## src/rtl/mxw_pkg.sv

```systemverilog
package mxw_pkg;

  // Phases of the command stream
  typedef enum logic [2:0] {
    PH_X1,
    PH_CR,
    PH_X2,
    PH_TAB,
    PH_SCAN,
    PH_OUT
  } phase_e;

  // Sequencer control states
  typedef enum logic [2:0] {
    SQ_IDLE,
    SQ_ISSUE,
    SQ_WAIT,
    SQ_FETCH,
    SQ_DONE
  } seq_state_e;

  // Encoder control states
  typedef enum logic [2:0] {
    EN_IDLE,
    EN_SEEK,
    EN_SCAN,
    EN_GATHER,
    EN_FIN
  } enc_state_e;

endpackage

```

## src/rtl/mxw_exp_encoder.sv

```systemverilog
module mxw_exp_encoder
  import mxw_pkg::*;
#(
  parameter int EXP_W = 64,
  parameter int WIN   = 5,
  parameter int CNT_W = 7
) (
  input  logic             clk,
  input  logic             rst_n,
  input  logic             go,
  input  logic [EXP_W-1:0] exp_value,
  output logic             wr_en,
  output logic [CNT_W-1:0] wr_ptr,
  output logic [WIN-1:0]   wr_data,
  output logic             fin
);

  localparam int IDX_W = (EXP_W > 1) ? $clog2(EXP_W) : 1;
  localparam int LEN_W = $clog2(WIN + 1);

  enc_state_e        st_q, st_d;
  logic [CNT_W-1:0]  left_q, left_d;
  logic [CNT_W-1:0]  base_q, base_d;
  logic [WIN-1:0]    win_q, win_d;
  logic [LEN_W-1:0]  len_q, len_d;
  logic [LEN_W-1:0]  last_q, last_d;
  logic [CNT_W-1:0]  ptr_q, ptr_d;
  logic              cur_bit;
  logic [LEN_W-1:0]  trail;

  assign cur_bit = exp_value[IDX_W'(left_q - CNT_W'(1))];
  assign trail   = len_q - last_q;

  always_comb begin
    st_d    = st_q;
    left_d  = left_q;
    base_d  = base_q;
    win_d   = win_q;
    len_d   = len_q;
    last_d  = last_q;
    ptr_d   = ptr_q;
    wr_en   = 1'b0;
    wr_data = '0;
    case (st_q)
      EN_SEEK, EN_SCAN: begin
        if (left_q == '0) begin
          st_d = EN_FIN;
        end else begin
          left_d = left_q - CNT_W'(1);
          if (cur_bit) begin
            win_d  = WIN'(1);
            len_d  = LEN_W'(1);
            last_d = LEN_W'(1);
            base_d = left_q;
            st_d   = EN_GATHER;
          end else if (st_q == EN_SCAN) begin
            wr_en = 1'b1;
          end
        end
      end
      EN_GATHER: begin
        if (len_q == LEN_W'(WIN) || left_q == '0) begin
          wr_en   = 1'b1;
          wr_data = win_q >> trail;
          left_d  = base_q - CNT_W'(last_q);
          st_d    = EN_SCAN;
        end else begin
          win_d  = {win_q[WIN-2:0], cur_bit};
          len_d  = len_q + LEN_W'(1);
          left_d = left_q - CNT_W'(1);
          if (cur_bit) last_d = len_q + LEN_W'(1);
        end
      end
      default: ;
    endcase
    if (wr_en) ptr_d = ptr_q + CNT_W'(1);
    if (go) begin
      st_d   = EN_SEEK;
      left_d = CNT_W'(EXP_W);
      ptr_d  = '0;
    end
  end

  always_ff @(posedge clk or negedge rst_n) begin
    if (!rst_n) begin
      st_q   <= EN_IDLE;
      left_q <= '0;
      base_q <= '0;
      win_q  <= '0;
      len_q  <= '0;
      last_q <= '0;
      ptr_q  <= '0;
    end else begin
      st_q   <= st_d;
      left_q <= left_d;
      base_q <= base_d;
      win_q  <= win_d;
      len_q  <= len_d;
      last_q <= last_d;
      ptr_q  <= ptr_d;
    end
  end

  assign wr_ptr = ptr_q;
  assign fin    = (st_q == EN_FIN);

  // Every nonzero digit is an odd window value
  assert_window_odd_R4: assert property (@(posedge clk) disable iff (!rst_n)
    (wr_en && wr_data != '0) |-> wr_data[0]);

  // Digit memory never written past its depth
  assert_no_overflow_R4: assert property (@(posedge clk) disable iff (!rst_n)
    wr_en |-> (ptr_q < CNT_W'(EXP_W)));

endmodule

```

## src/rtl/mxw_digit_mem.sv

```systemverilog
module mxw_digit_mem #(
  parameter int WIDTH = 5,
  parameter int DEPTH = 64,
  parameter int AW    = 6
) (
  input  logic             clk,
  input  logic             wr_en,
  input  logic [AW-1:0]    wr_addr,
  input  logic [WIDTH-1:0] wr_data,
  input  logic [AW-1:0]    rd_addr,
  output logic [WIDTH-1:0] rd_data
);

  logic [WIDTH-1:0] mem_q [DEPTH];

  always_ff @(posedge clk) begin
    if (wr_en) mem_q[wr_addr] <= wr_data;
  end

  assign rd_data = mem_q[rd_addr];

endmodule

```

## src/rtl/mxw_cmd_sequencer.sv

```systemverilog
module mxw_cmd_sequencer
  import mxw_pkg::*;
#(
  parameter int EXP_W  = 64,
  parameter int WIN    = 5,
  parameter int ADDR_W = 5,
  parameter int CNT_W  = 7,
  parameter int MEM_AW = 6
) (
  input  logic              clk,
  input  logic              rst_n,
  input  logic              start,
  output logic              busy,
  output logic              done,
  output logic              enc_go,
  input  logic              enc_fin,
  input  logic [CNT_W-1:0]  enc_count,
  output logic [MEM_AW-1:0] rd_addr,
  input  logic [WIN-1:0]    rd_data,
  output logic              mm_start,
  output logic [ADDR_W-1:0] mm_src_a,
  output logic [ADDR_W-1:0] mm_src_b,
  output logic [ADDR_W-1:0] mm_dst,
  input  logic              mm_done
);

  localparam int TAB_N = 1 << (WIN - 1);
  localparam int TW    = (WIN > 1) ? WIN - 1 : 1;
  localparam int SQ_W  = $clog2(WIN + 1);
  localparam logic [ADDR_W-1:0] ADR_X   = ADDR_W'(TAB_N);
  localparam logic [ADDR_W-1:0] ADR_RR  = ADDR_W'(TAB_N + 1);
  localparam logic [ADDR_W-1:0] ADR_ONE = ADDR_W'(TAB_N + 2);
  localparam logic [ADDR_W-1:0] ADR_SQ  = ADDR_W'(TAB_N + 3);
  localparam logic [ADDR_W-1:0] ADR_ACC = ADDR_W'(TAB_N + 4);
  localparam logic [ADDR_W-1:0] ADR_OUT = ADDR_W'(TAB_N + 5);
  localparam int BOUND = (EXP_W - 1) + (EXP_W + WIN - 1) / WIN + 20;
  localparam int BW    = $clog2(BOUND + 2);

  function automatic logic [SQ_W-1:0] win_len(input logic [WIN-1:0] v);
    win_len = '0;
    for (int b = 0; b < WIN; b++) if (v[b]) win_len = SQ_W'(b + 1);
  endfunction

  seq_state_e        state_q, state_d;
  phase_e            phase_q, phase_d;
  logic [TW-1:0]     tab_q, tab_d;
  logic [SQ_W-1:0]   sq_q, sq_d;
  logic              mul_q, mul_d;
  logic [TW-1:0]     slot_q, slot_d;
  logic [CNT_W-1:0]  rd_ptr_q, rd_ptr_d;
  logic [ADDR_W-1:0] a_q, a_d, b_q, b_d, d_q, d_d;

  always_comb begin
    state_d  = state_q;
    phase_d  = phase_q;
    tab_d    = tab_q;
    sq_d     = sq_q;
    mul_d    = mul_q;
    slot_d   = slot_q;
    rd_ptr_d = rd_ptr_q;
    a_d      = a_q;
    b_d      = b_q;
    d_d      = d_q;
    enc_go   = 1'b0;
    case (state_q)
      SQ_IDLE: if (start) begin
        enc_go   = 1'b1;
        rd_ptr_d = '0;
        phase_d  = PH_X1;
        {a_d, b_d, d_d} = {ADR_X, ADR_RR, ADDR_W'(0)};
        state_d  = SQ_ISSUE;
      end
      SQ_ISSUE: state_d = SQ_WAIT;
      SQ_WAIT: if (mm_done) begin
        state_d = SQ_ISSUE;
        case (phase_q)
          PH_X1: begin
            phase_d = PH_CR;
            {a_d, b_d, d_d} = {ADR_ONE, ADR_RR, ADR_ACC};
          end
          PH_CR: begin
            phase_d = PH_X2;
            {a_d, b_d, d_d} = {ADDR_W'(0), ADDR_W'(0), ADR_SQ};
          end
          PH_X2: begin
            phase_d = PH_TAB;
            tab_d   = TW'(1);
            {a_d, b_d, d_d} = {ADDR_W'(0), ADR_SQ, ADDR_W'(1)};
          end
          PH_TAB: begin
            if (tab_q == TW'(TAB_N - 1)) begin
              phase_d = PH_SCAN;
              state_d = SQ_FETCH;
            end else begin
              tab_d = tab_q + TW'(1);
              {a_d, b_d, d_d} = {ADDR_W'(tab_q), ADR_SQ, ADDR_W'(tab_d)};
            end
          end
          PH_SCAN: begin
            if (sq_q != '0) begin
              sq_d = sq_q - SQ_W'(1);
              {a_d, b_d, d_d} = {ADR_ACC, ADR_ACC, ADR_ACC};
            end else if (mul_q) begin
              mul_d = 1'b0;
              {a_d, b_d, d_d} = {ADDR_W'(slot_q), ADR_ACC, ADR_ACC};
            end else begin
              state_d = SQ_FETCH;
            end
          end
          default: state_d = SQ_DONE;
        endcase
      end
      SQ_FETCH: begin
        if (rd_ptr_q < enc_count) begin
          rd_ptr_d = rd_ptr_q + CNT_W'(1);
          {a_d, b_d, d_d} = {ADR_ACC, ADR_ACC, ADR_ACC};
          if (rd_data == '0) begin
            sq_d  = '0;
            mul_d = 1'b0;
          end else begin
            sq_d   = win_len(rd_data) - SQ_W'(1);
            mul_d  = 1'b1;
            slot_d = TW'(rd_data >> 1);
          end
          state_d = SQ_ISSUE;
        end else if (enc_fin) begin
          phase_d = PH_OUT;
          {a_d, b_d, d_d} = {ADR_ONE, ADR_ACC, ADR_OUT};
          state_d = SQ_ISSUE;
        end
      end
      default: state_d = SQ_IDLE;
    endcase
  end

  always_ff @(posedge clk or negedge rst_n) begin
    if (!rst_n) begin
      state_q  <= SQ_IDLE;
      phase_q  <= PH_X1;
      tab_q    <= '0;
      sq_q     <= '0;
      mul_q    <= 1'b0;
      slot_q   <= '0;
      rd_ptr_q <= '0;
      a_q      <= '0;
      b_q      <= '0;
      d_q      <= '0;
    end else begin
      state_q  <= state_d;
      phase_q  <= phase_d;
      tab_q    <= tab_d;
      sq_q     <= sq_d;
      mul_q    <= mul_d;
      slot_q   <= slot_d;
      rd_ptr_q <= rd_ptr_d;
      a_q      <= a_d;
      b_q      <= b_d;
      d_q      <= d_d;
    end
  end

  assign busy     = (state_q != SQ_IDLE) && (state_q != SQ_DONE);
  assign done     = (state_q == SQ_DONE);
  assign mm_start = (state_q == SQ_ISSUE);
  assign mm_src_a = a_q;
  assign mm_src_b = b_q;
  assign mm_dst   = d_q;
  assign rd_addr  = rd_ptr_q[MEM_AW-1:0];

  // Command counter kept only for the bound check
  logic [BW-1:0] issued_q;
  always_ff @(posedge clk or negedge rst_n) begin
    if (!rst_n)                         issued_q <= '0;
    else if (state_q == SQ_IDLE && start) issued_q <= '0;
    else if (mm_start)                  issued_q <= issued_q + BW'(1);
  end

  assert_cmd_bound_R9: assert property (@(posedge clk) disable iff (!rst_n)
    issued_q <= BW'(BOUND));

  assert_single_strobe_R12: assert property (@(posedge clk) disable iff (!rst_n)
    mm_start |=> !mm_start);

  assert_wait_for_done_R12: assert property (@(posedge clk) disable iff (!rst_n)
    (state_q == SQ_WAIT && !mm_done) |=> !mm_start);

  assert_scan_to_acc_R5: assert property (@(posedge clk) disable iff (!rst_n)
    (mm_start && phase_q == PH_SCAN) |-> (mm_dst == ADR_ACC));

  assert_done_pulse_R7: assert property (@(posedge clk) disable iff (!rst_n)
    done |=> !done);

  assert_read_in_range_R4: assert property (@(posedge clk) disable iff (!rst_n)
    rd_ptr_q <= enc_count);

endmodule

```

## src/rtl/modexp_window_sequencer.sv

```systemverilog
module modexp_window_sequencer
  import mxw_pkg::*;
#(
  parameter int EXP_W  = 64,
  parameter int WIN    = 5,
  parameter int ADDR_W = $clog2((1 << (WIN - 1)) + 6)
) (
  input  logic              clk,
  input  logic              rst_n,
  input  logic              start,
  input  logic [EXP_W-1:0]  exp_value,
  output logic              busy,
  output logic              done,
  output logic              mm_start,
  output logic [ADDR_W-1:0] mm_src_a,
  output logic [ADDR_W-1:0] mm_src_b,
  output logic [ADDR_W-1:0] mm_dst,
  input  logic              mm_done
);

  localparam int CNT_W  = $clog2(EXP_W + 1);
  localparam int MEM_AW = (EXP_W > 1) ? $clog2(EXP_W) : 1;

  logic              enc_go;
  logic              enc_fin;
  logic              wr_en;
  logic [CNT_W-1:0]  wr_ptr;
  logic [WIN-1:0]    wr_data;
  logic [MEM_AW-1:0] rd_addr;
  logic [WIN-1:0]    rd_data;

  mxw_exp_encoder #(.EXP_W(EXP_W), .WIN(WIN), .CNT_W(CNT_W)) encoder_i (
    .clk(clk), .rst_n(rst_n), .go(enc_go), .exp_value(exp_value),
    .wr_en(wr_en), .wr_ptr(wr_ptr), .wr_data(wr_data), .fin(enc_fin)
  );

  mxw_digit_mem #(.WIDTH(WIN), .DEPTH(EXP_W), .AW(MEM_AW)) digits_i (
    .clk(clk), .wr_en(wr_en), .wr_addr(wr_ptr[MEM_AW-1:0]), .wr_data(wr_data),
    .rd_addr(rd_addr), .rd_data(rd_data)
  );

  mxw_cmd_sequencer #(.EXP_W(EXP_W), .WIN(WIN), .ADDR_W(ADDR_W),
                      .CNT_W(CNT_W), .MEM_AW(MEM_AW)) seq_i (
    .clk(clk), .rst_n(rst_n), .start(start), .busy(busy), .done(done),
    .enc_go(enc_go), .enc_fin(enc_fin), .enc_count(wr_ptr),
    .rd_addr(rd_addr), .rd_data(rd_data),
    .mm_start(mm_start), .mm_src_a(mm_src_a), .mm_src_b(mm_src_b),
    .mm_dst(mm_dst), .mm_done(mm_done)
  );

endmodule

```

## config.mk

```make
export PLATFORM = sky130hd
export DESIGN_NAME = modexp_window_sequencer
export DESIGN_NICKNAME = d
export VERILOG_FILES = /design/src/rtl/mxw_pkg.sv /design/src/rtl/mxw_exp_encoder.sv /design/src/rtl/mxw_digit_mem.sv /design/src/rtl/mxw_cmd_sequencer.sv /design/src/rtl/modexp_window_sequencer.sv
export SDC_FILE = /design/constraint.sdc
export NUM_CORES = 1
export LEC_CHECK = 0
export ABC_AREA = 1
export BUFFER_PORTS_ARGS = -buffer_cell sky130_fd_sc_hd__buf_2
export CAP_MARGIN = 15
export CORE_UTILIZATION = 35
export CTS_BUF_LIST = sky130_fd_sc_hd__clkbuf_8
export CTS_CLUSTER_DIAMETER = 80
export DETAILED_ROUTE_END_ITERATION = 8
export MAX_ROUTING_LAYER = met4
export PLACE_DENSITY = 0.59
export SLEW_MARGIN = 20
export SYNTH_ARGS = -nofsm -noshare
export SYNTH_HDL_FRONTEND = slang
export SYNTH_SLANG_ARGS = --single-unit
```

## constraint.sdc

```tcl
create_clock -name clk -period 8.25 [get_ports clk]
set_input_delay 0.4125 -clock clk [delete_from_list [all_inputs] [get_ports clk]]
set_output_delay 0.4125 -clock clk [all_outputs]
set_load 0.05 [all_outputs]
```

### Word-level counts from Yosys, hierarchy flattened

Memory sizes are Yosys's and may differ from the RTL's.
Cells that the tools add are included.

* $add $sub $neg: 9
* multipliers: 0
* divide/modulo/power cells: 0
* magnitude comparators: 2
* equal/unequal tests: 38
* shift-type cells: 1
* mux-type cells: 101
* bitwise logic cells: 2
* reductions and logical operators: 32

Operator list (number)
* 2-to-1 mux 5 bit: 24
* 2-to-1 mux 3 bit: 29
* one-hot mux 5 bit (5 select lines): 2
* 2-to-1 mux 7 bit: 7
* one-hot mux 5 bit (3 select lines): 3
* one-hot mux 7 bit (2 select lines): 2
* one-hot mux 3 bit (2 select lines): 4
* one-hot mux 3 bit (4 select lines): 2
* AND reduction 7 bit: 3
* one-hot mux 5 bit (4 select lines): 1
* == test 3 x 2 -> 1 bit (second input constant): 6
* one-hot mux 3 bit (3 select lines): 2
* != test 2 bit (second input constant): 8
* 2-to-1 mux 1 bit: 15
* AND reduction 3 bit: 5
* AND reduction 5 bit: 3
* adder 7 x 1 -> 7 bit (second input constant): 2
* == test 3 bit (second input constant): 4
* nonzero test 3 bit: 4
* != test 2 x 1 -> 1 bit (second input constant): 5
* one-hot mux 5 bit (2 select lines): 1
* nonzero test 2 bit: 5
* == test 3 x 1 -> 1 bit (second input constant): 3
* != test 3 x 2 -> 1 bit (second input constant): 3
* other kinds (30): 42

* register bits after elaboration: 75
* bits in latches: 0
* RAM bits: 320
* ROM bits: 0
* input port bits: 68
* output and inout bits: 18
* logic and storage cells: 203
* memories: 1

Memory list
* digits_i.mem_q: depth 64, bits a word 5, read ports 1, clocked after Yosys merged registers in 0, wr ports 1, line mxw_digit_mem.sv:14 `logic [WIDTH-1:0] mem_q [DEPTH];`

### Logic depth before layout (Yosys ltp)

Gate-level depths: netlist (run 1).
An unclocked memory read counts as a cell.

* depth in word-level cells: 13
* mapped depth: 23
* depth with buffers taken out: 22

### Modules after synthesis

From an unflattened synthesis (run 1), not the netlist that was laid out.

* cells, all modules: 1990
* area total of the unflattened synthesis: 19022.0 um2

Modules (own cells, without submodules)
* mxw_digit_mem: instances 1, cells each 1175, area an instance 13336.5 um2, sequential area each 9609.2 um2
* mxw_exp_encoder: instances 1, cells each 459, area an instance 3031.7 um2, sequential area each 875.8 um2
* mxw_cmd_sequencer: instances 1, cells each 356, area an instance 2653.8 um2, sequential area each 975.9 um2

### Worst setup path before layout (run 1)

OpenSTA, ideal clock, no wires.

* path kind: register -> register
* from: register encoder_i.left_q[0]
* to: memory digits_i.mem_q[0][4], data pin
* setup time: 0.864 ns
* arrival: 5.028 ns
* required time: 7.386 ns
* slack: 2.358 ns
* stages on the path, launching flop included: 12
* buffers on the path: 3
* clock period less this slack: 5.892 ns
* path through: dfrtp_1 inv_2 buf_6 buf_2 ha_1 nand3_1 inv_1 a21oi_1 nor2_1 buf_2 nand2_1 nor4_1

* cells in the longest elaborated chain, start to end: 4

RTL lines
* from (decl): line mxw_exp_encoder.sv:22 `logic [CNT_W-1:0] left_q, left_d;`
* from (signal assigned): line mxw_exp_encoder.sv:95 `left_q <= left_d;`
* logical NOT 7 bit: line mxw_exp_encoder.sv:62 `if (len_q == LEN_W'(WIN) || left_q == '0) begin`
* logical OR 1 bit: line mxw_exp_encoder.sv:62
* 2-to-1 mux 5 bit: line mxw_exp_encoder.sv:62
* 2-to-1 mux 5 bit: line mxw_exp_encoder.sv:44 `case (st_q)`
* via digits_i.wr_data[4]: line mxw_digit_mem.sv:9 `input logic [WIDTH-1:0] wr_data,`
* to (decl): line mxw_digit_mem.sv:14

The timed path passes the listed nets, and every way through them passes these cells.

### Worst setup path in the final report (run 1)

* from: register encoder_i.left_q[0]
* to: memory digits_i.mem_q[18][2] (enable)

* cells in the longest elaborated chain, start to end: 8
* elaborated cells on any way between the ends: 11
* those cells by class: 1 x add/sub; 8 x mux; 2 x reduce/logical

RTL lines
* subtractor 7 x 1 -> 7 bit
* binary-select mux 1 bit (select 6 bit): line mxw_exp_encoder.sv:31 `assign cur_bit = exp_value[IDX_W'(left_q - CNT_W'(1))];`
* 2-to-1 mux 1 bit (implied by the code): line mxw_exp_encoder.sv:31
* 2-to-1 mux 1 bit: line mxw_exp_encoder.sv:50 `if (cur_bit) begin`
* 2-to-1 mux 1 bit: line mxw_exp_encoder.sv:46 `if (left_q == '0) begin`
* one-hot mux 1 bit (2 select lines) (*): line mxw_exp_encoder.sv:44
* 2-to-1 mux 1 bit (*): line mxw_digit_mem.sv:17 `if (wr_en) mem_q[wr_addr] <= wr_data;`
* 2-to-1 mux 1 bit (implied by the code) (*): line mxw_digit_mem.sv:17

Every way passes the cells marked *; elsewhere a longest branch is shown, timed or not. The select of a mux whose other input is x is not followed.

==> run_results.csv, run 1 <==
group,metric,value,unit
outcome,status,"completed",
die,core,51800,um^2
pwr,ir_drop,0.000141,V
logic_synthesis,synth_top_area_share,51.8,%
flow_run,cap_violations,0,
logic_synthesis,ys_ff_latch,394,
logic_synthesis,async_reset_ff_share,18.8,%
detailed_routing,wl_per_cell,17.4,um
pwr,p_clk_share,25.8,%
timing,fmax,200,MHz
timing,worst_slew_pin_slew,1080,ps
global_route,grt-ovfl-total,0,
pwr,pwr-share-comb,36.5,%
die,die_w,232,um
timing,fin_tns_setup,0,ps
cts,insertion_delay,620,ps
pwr,switching_power,2.63,mW
timing,min_period,5010,ps
logic_synthesis,yosys_warnings,0,
finish,nFillCells,5094,
cts,postCtsSetupBuffers,0,
detailed_routing,dr.first_iter.drc_count,1093,
finish,area_growth,12.2,%
finish,final_core_util,40.2,%
finish,num_antenna_cells,0,
detailed_routing,ant_nets,0,
detailed_routing,vias,13900,
critical_path,max_stage_delay,920,ps
detailed_routing,dr_wl_met2,23200,um
timing,post-route-period-util,60.7,%
logic_synthesis,syn_nets,2055,
cts,root_buffer,"clkbuf_8",
placed_design,placed_area,19500,um^2
detailed_routing,drt-met1-wl,20500,um
logic_synthesis,synth_common_cells,"493 x nand2_1, 326 x nor2_1, 320 x edfxtp_1, 164 x nand3_1, 159 x inv_1",
worst_hold_path,hold_class,"input port to flip-flop",
detailed_routing,drcViolationCount,0,
logic_synthesis,avgSynthCellArea,9.44,um^2
placed_design,io_buffers,84,
cts,cts_resized,0,
critical_path,critPathLaunchType,"flip-flop",
logic_synthesis,synth_area,18500,um^2
critical_path,slowest_stage,"dfrtp_1",
timing,grt_setup_unrepaired,"false",
logic_synthesis,synth.most_common_cell,"nand2_1",
timing,max_slew_margin,27.9,%
pwr,switching_share,40.4,%
pwr,p_int,3.88,mW
logic_synthesis,synth_area_leaders,"edfxtp_1 52%, dfrtp_1 10%, nand2_1 10%",
global_route,grt_pass1_vias,14100,
critical_path,critPathBufInv,2,
cts,cts_tree,"done",
detailed_routing,wirelength,48200,um
detailed_routing,drt-vias-per-instance,5.02,
cts,cts_sinks,394,
die,die_h,232,um
placed_design,post-dp-hpwl,29400,um
detailed_routing,drtPass1Iterations,7,
detailed_routing,routed-wl-met3,3230,um
global_route,grt_use_total,18.8,%
logic_synthesis,synth_edf_count,320,
critical_path,critPathRequiredTime,8520,ps
timing,finalHoldViolations,0,
pwr,power_density,313,nW/um^2
detailed_routing,topRoutingLayerUsed,"met4",
finish,finalInstanceArea,20800,um^2
logic_synthesis,ys_types,46,
die,std_cell_rows,83,
die,boundaryPins,86,
timing,finalWorstSetupSlack,3240,ps
timing,setup_violations,0,
finish,fin_nets,2133,
placed_design,post-place-ws,3110,ps
finish,drive_gt1_share,10.0,%
pwr,power.leakage,8.34,nW
timing,skew,26.7,ps
pwr,pwr-share-seq,37.7,%
global_route,grt_max_degree,110,
logic_synthesis,netlist_instances,1965,
critical_path,cp.arrival,5270,ps
critical_path,cp_common_cell,"nand3_1",
cts,clockBufferDepth,3,
logic_synthesis,synthFlopType,"edfxtp_1",
die,die_area,53900,um^2
critical_path,worst-setup-path-type,"flip-flop to flip-flop",
critical_path,worstSetupEndpointType,"flip-flop",
critical_path,crit_chain,"inv_2 > ha_1 > inv_1 > o21ai_0 > o221ai_1 > nand3_1 > nand3_1 > nand3_2 > nand4_4 > nand2_4 > nand2_1 > nor2_1",
logic_synthesis,yosys.area.top_type,"edfxtp_1",
cts,cts_made_buffers,66,
cts,htreeDepth,3,
cts,cts_hold_buf,1,
global_route,antenna_found_initial,0,
critical_path,path_max_fanout,39,
die,floorplan.initialDensity,35.8,%
timing,slew_violations,0,
cts,clk_pin_slew_worst_paths,60,ps
critical_path,crit_family,"simple AND/OR/NAND/NOR gates",
placed_design,gp_congestion,0.877,
global_route,grt_first_pass_wirelength,75800,um
logic_synthesis,ys_seq_area_share,61.8,%
flip-flops by register name (all words and copies together) (netlist names), 4 cells and up:
name	count
digits_i.mem_q	320
encoder_i.base_q	7
encoder_i.left_q	7
encoder_i.win_q	5
encoder_i.wr_ptr	7
seq_i.mm_dst	5
seq_i.mm_src_a	5
seq_i.mm_src_b	4
seq_i.rd_ptr_q	7
seq_i.slot_q	4
seq_i.tab_q	4
final timing paths:
path	startpoint	to	slack, ps	cells past startpoint
worst min-delay path	start	seq_i.state_q[1]	150	3
min in group asynchronous	rst_n	seq_i.sq_q[0]	500	2
max in group asynchronous	rst_n	seq_i.rd_ptr_q[0]	7000	2
worst max register to register	encoder_i.left_q[0]	digits_i.mem_q[18][2]	3240	12
worst max-delay path	encoder_i.left_q[0]	digits_i.mem_q[18][2]	3240	12
worst min register to register	seq_i.mm_src_a[2]	seq_i.mm_src_a[2]	480	2
power groups by stage:
stage	Clock (mW)	Combinational, mW	Sequential (mW)
global placement	0	2.34	2.49
CTS	1.72	2.38	2.45
finish	1.68	2.38	2.45
global route	1.80	2.71	2.48
floorplan	0	1.83	2.47
detailed placement	0	2.37	2.49
per-stage QoR:
stage / hold slack [ps] / power [mW] / cells
after global routing: 164 / 6.99 / 2775
after CTS: 127 / 6.55 / 2775
final: 154 / 6.52 / 2775
after detailed placement: 465 / 4.86 / 2654
after global placement: 458 / 4.83 / 2654
after floorplan: 117 / 4.30 / 1965
final cells by class:
cell class | instances | area (um^2) | area share (%)
clock buffer | 72 | 991 | 4.76
clock inverter | 48 | 289 | 1.39
inverter | 167 | 629 | 3.02
multi-input combinational | 1317 | 6060 | 29.1
sequential | 394 | 11500 | 55.1
tap | 680 | 851 | 4.09
timing repair buffer | 97 | 523 | 2.51
layer usage:
layer  vias to the layer above  track usage [%]
met2                       457             30.4
met1                      6650             23.3
li1                       6726                -
met5                         -                -
met3                        96             3.51
met4                         0             6.85
worst register-to-register path, cell delays in order, from the launching register on:
cell      delay [ps]
dfrtp_1          920
inv_2            500
ha_1             830
inv_1            320
o21ai_0          160
o221ai_1         130
nand3_1          150
nand3_1          100
nand3_2          150
nand4_4          200
nand2_4          240
nand2_1          450
nor2_1           520
kinds of logic (layout without fill, tap and decap cells):
kind of cell | count (synthesis) | in the layout | synth area share, %
compound gates | 256 | 256 | 7.52
buf+inv | 254 | 384 | 5.84
simple gates | 1022 | 1022 | 22.5
other cells | 1 | 1 | 0.0202
flops | 394 | 394 | 61.8
xor+xnor | 16 | 16 | 0.756
fa+ha+maj | 22 | 22 | 1.57
placed cells by master, fill, tap and decap left out, types with 3 or more instances in the layout:
| cell | instances |
|---|---|
| o211ai_1 | 16 |
| xor2_1 | 12 |
| nand2_4 | 4 |
| or2_2 | 5 |
| inv_2 | 4 |
| inv_1 | 182 |
| bufinv_16 | 3 |
| o21ai_1 | 15 |
| buf_4 | 13 |
| o21ai_0 | 154 |
| clkbuf_8 | 72 |
| nand4_1 | 10 |
| xnor2_1 | 3 |
| clkinvlp_4 | 4 |
| dfrtp_1 | 72 |
| ha_1 | 20 |
| clkinv_1 | 15 |
| nor3_1 | 10 |
| nor2_1 | 325 |
| o221ai_1 | 7 |
| o22ai_1 | 9 |
| nand2_1 | 493 |
| clkinv_2 | 4 |
| buf_2 | 83 |
| edfxtp_1 | 320 |
| a21oi_1 | 41 |
| nand3_1 | 164 |
Power figures use the tool's default switching activity.
==> inputs of run 2 (changes only) <==
PLACE_DENSITY = 0.61   (was 0.59)
clock period = 4.4 ns   (was 8.25 ns; I/O delays follow)
==> run_results.csv, run 2 (synthesis results as in run 1) <==
group,metric,value,unit
worst_hold_path,hold_class,"input port to flip-flop",
critical_path,path_max_fanout,23,
cts,root_buffer,"clkbuf_8",
cts,cts_tree,"done",
die,floorplan.initialDensity,35.8,%
timing,grt_setup_unrepaired,"false",
outcome,status,"completed",
finish,layout_common_cells,"493 x nand2_1, 325 x nor2_1, 320 x edfxtp_1",
finish,largest_reg_flops,320,
finish,layout_commonest_cell,"nand2_1",
detailed_routing,routed-wl-met3,3450,um
global_route,grt_pass1_vias,14100,
finish,num_antenna_cells,0,
placed_design,gp_congestion,0.872,
detailed_routing,wl_per_cell,17.2,um
finish,drive_gt1_share,10.2,%
placed_design,post-dp-hpwl,29900,um
detailed_routing,drt-met1-wl,20100,um
cts,clockBufferDepth,3,
placed_design,post-place-ws,458,ps
timing,fin_tns_setup,0,ps
finish,final_core_util,40.4,%
cts,insertion_delay,600,ps
critical_path,critPathLaunchType,"flip-flop",
cts,cts_hold_buf,2,
finish,fin_nets,2146,
timing,setup_violations,0,
timing,finalWorstSetupSlack,449,ps
finish,fin_cells,2786,
global_route,grt_first_pass_wirelength,76000,um
cts,postCtsSetupBuffers,0,
placed_design,placed_area,19700,um^2
die,die_area,53900,um^2
finish,area_growth,13.0,%
die,die_h,232,um
detailed_routing,topRoutingLayerUsed,"met4",
die,std_cell_rows,83,
die,die_w,232,um
placed_design,post-place-cells,2665,
detailed_routing,dr.first_iter.drc_count,1152,
pwr,ir_drop,0.000313,V
finish,top_register,"digits_i.mem_q",
timing,hold_slack,148,ps
detailed_routing,drtPass1Iterations,6,
timing,worst_slew_pin_slew,1040,ps
critical_path,critPathRequiredTime,4650,ps
timing,post-route-period-util,89.8,%
placed_design,io_buffers,84,
cts,htreeDepth,3,
detailed_routing,drcViolationCount,0,
pwr,power.leakage,8.41,nW
timing,fmax,253,MHz
critical_path,worstSetupEndpointType,"flip-flop",
global_route,grt-ovfl-total,0,
global_route,antenna_found_initial,0,
timing,finalHoldViolations,0,
critical_path,worst-setup-path-type,"flip-flop to flip-flop",
cts,cts_made_buffers,67,
detailed_routing,drt-vias-per-instance,5.05,
detailed_routing,vias,14100,
detailed_routing,ant_nets,0,
pwr,totalPowerFinal,12.2,mW
global_route,grt_use_total,18.7,%
cts,cts_sinks,394,
finish,finalInstanceArea,21000,um^2
pwr,power_density,581,nW/um^2
cts,clk_pin_slew_worst_paths,60,ps
flow_run,cap_violations,0,
die,core,51800,um^2
timing,max_slew_margin,30.6,%
timing,skew,24.7,ps
detailed_routing,dr_wl_met2,22900,um
cts,cts_resized,0,
timing,slew_violations,0,
critical_path,cp.arrival,4200,ps
die,boundaryPins,86,
global_route,grt_max_degree,75,
timing,min_period,3950,ps
detailed_routing,wirelength,48000,um
## run 2: cell count changes in the layout (fill, tap and decap cells not counted), moves of 2 or more
cell        delta
inv_6          -2
bufinv_16      -2
buf_12        +10
clkinv_1       +3
clkinvlp_4     -2
## run 2: per-layer routing
layer / global-route usage [%] / vias up
met2: 29.7 / 498
met5: - / -
met3: 3.41 / 101
li1: - / 6758
met1: 23.4 / 6702
met4: 7.59 / 0
## run 2: where the power goes
group | internal (mW) | switching (mW) | total (mW) | leakage (nW)
Combinational | 1.41 | 3.25 | 4.66 | 4.33
Clock | 1.56 | 1.43 | 3.00 | 0.703
Sequential | 4.27 | 0.259 | 4.53 | 3.38
## run 2: worst max-delay path, cell delays in order, from the launching register on
cell and delay, ps:
dfrtp_1 350, inv_2 110, ha_1 690, inv_1 320, o21ai_0 170, o22ai_1 90, o211ai_1 160, nand3_1 110
nand3_2 150, nand4_4 180, nand2_4 230, nand2_1 500, nor2_1 540
## run 2: final timing paths
check,depth (start not counted),slack [ps],end,startpoint
setup / recovery,12,450,digits_i.mem_q[19][1],encoder_i.left_q[0]
hold / removal,4,150,seq_i.state_q[0],mm_done
setup reg to reg,12,450,digits_i.mem_q[19][1],encoder_i.left_q[0]
hold reg to reg,1,470,seq_i.mm_src_b[4],seq_i.mm_src_b[4]
max in group asynchronous,2,3330,seq_i.rd_ptr_q[0],rst_n
min in group asynchronous,2,370,seq_i.rd_ptr_q[5],rst_n
## run 2: cell type report
type | count | area [um^2]
clock buffers | 72 | 991
clock inverters | 47 | 216
fillers | 5056 | 30900
inverters | 167 | 629
multi-input cells | 1317 | 6060
flip-flops and latches | 394 | 11500
well taps | 680 | 851
repair buffers | 109 | 741
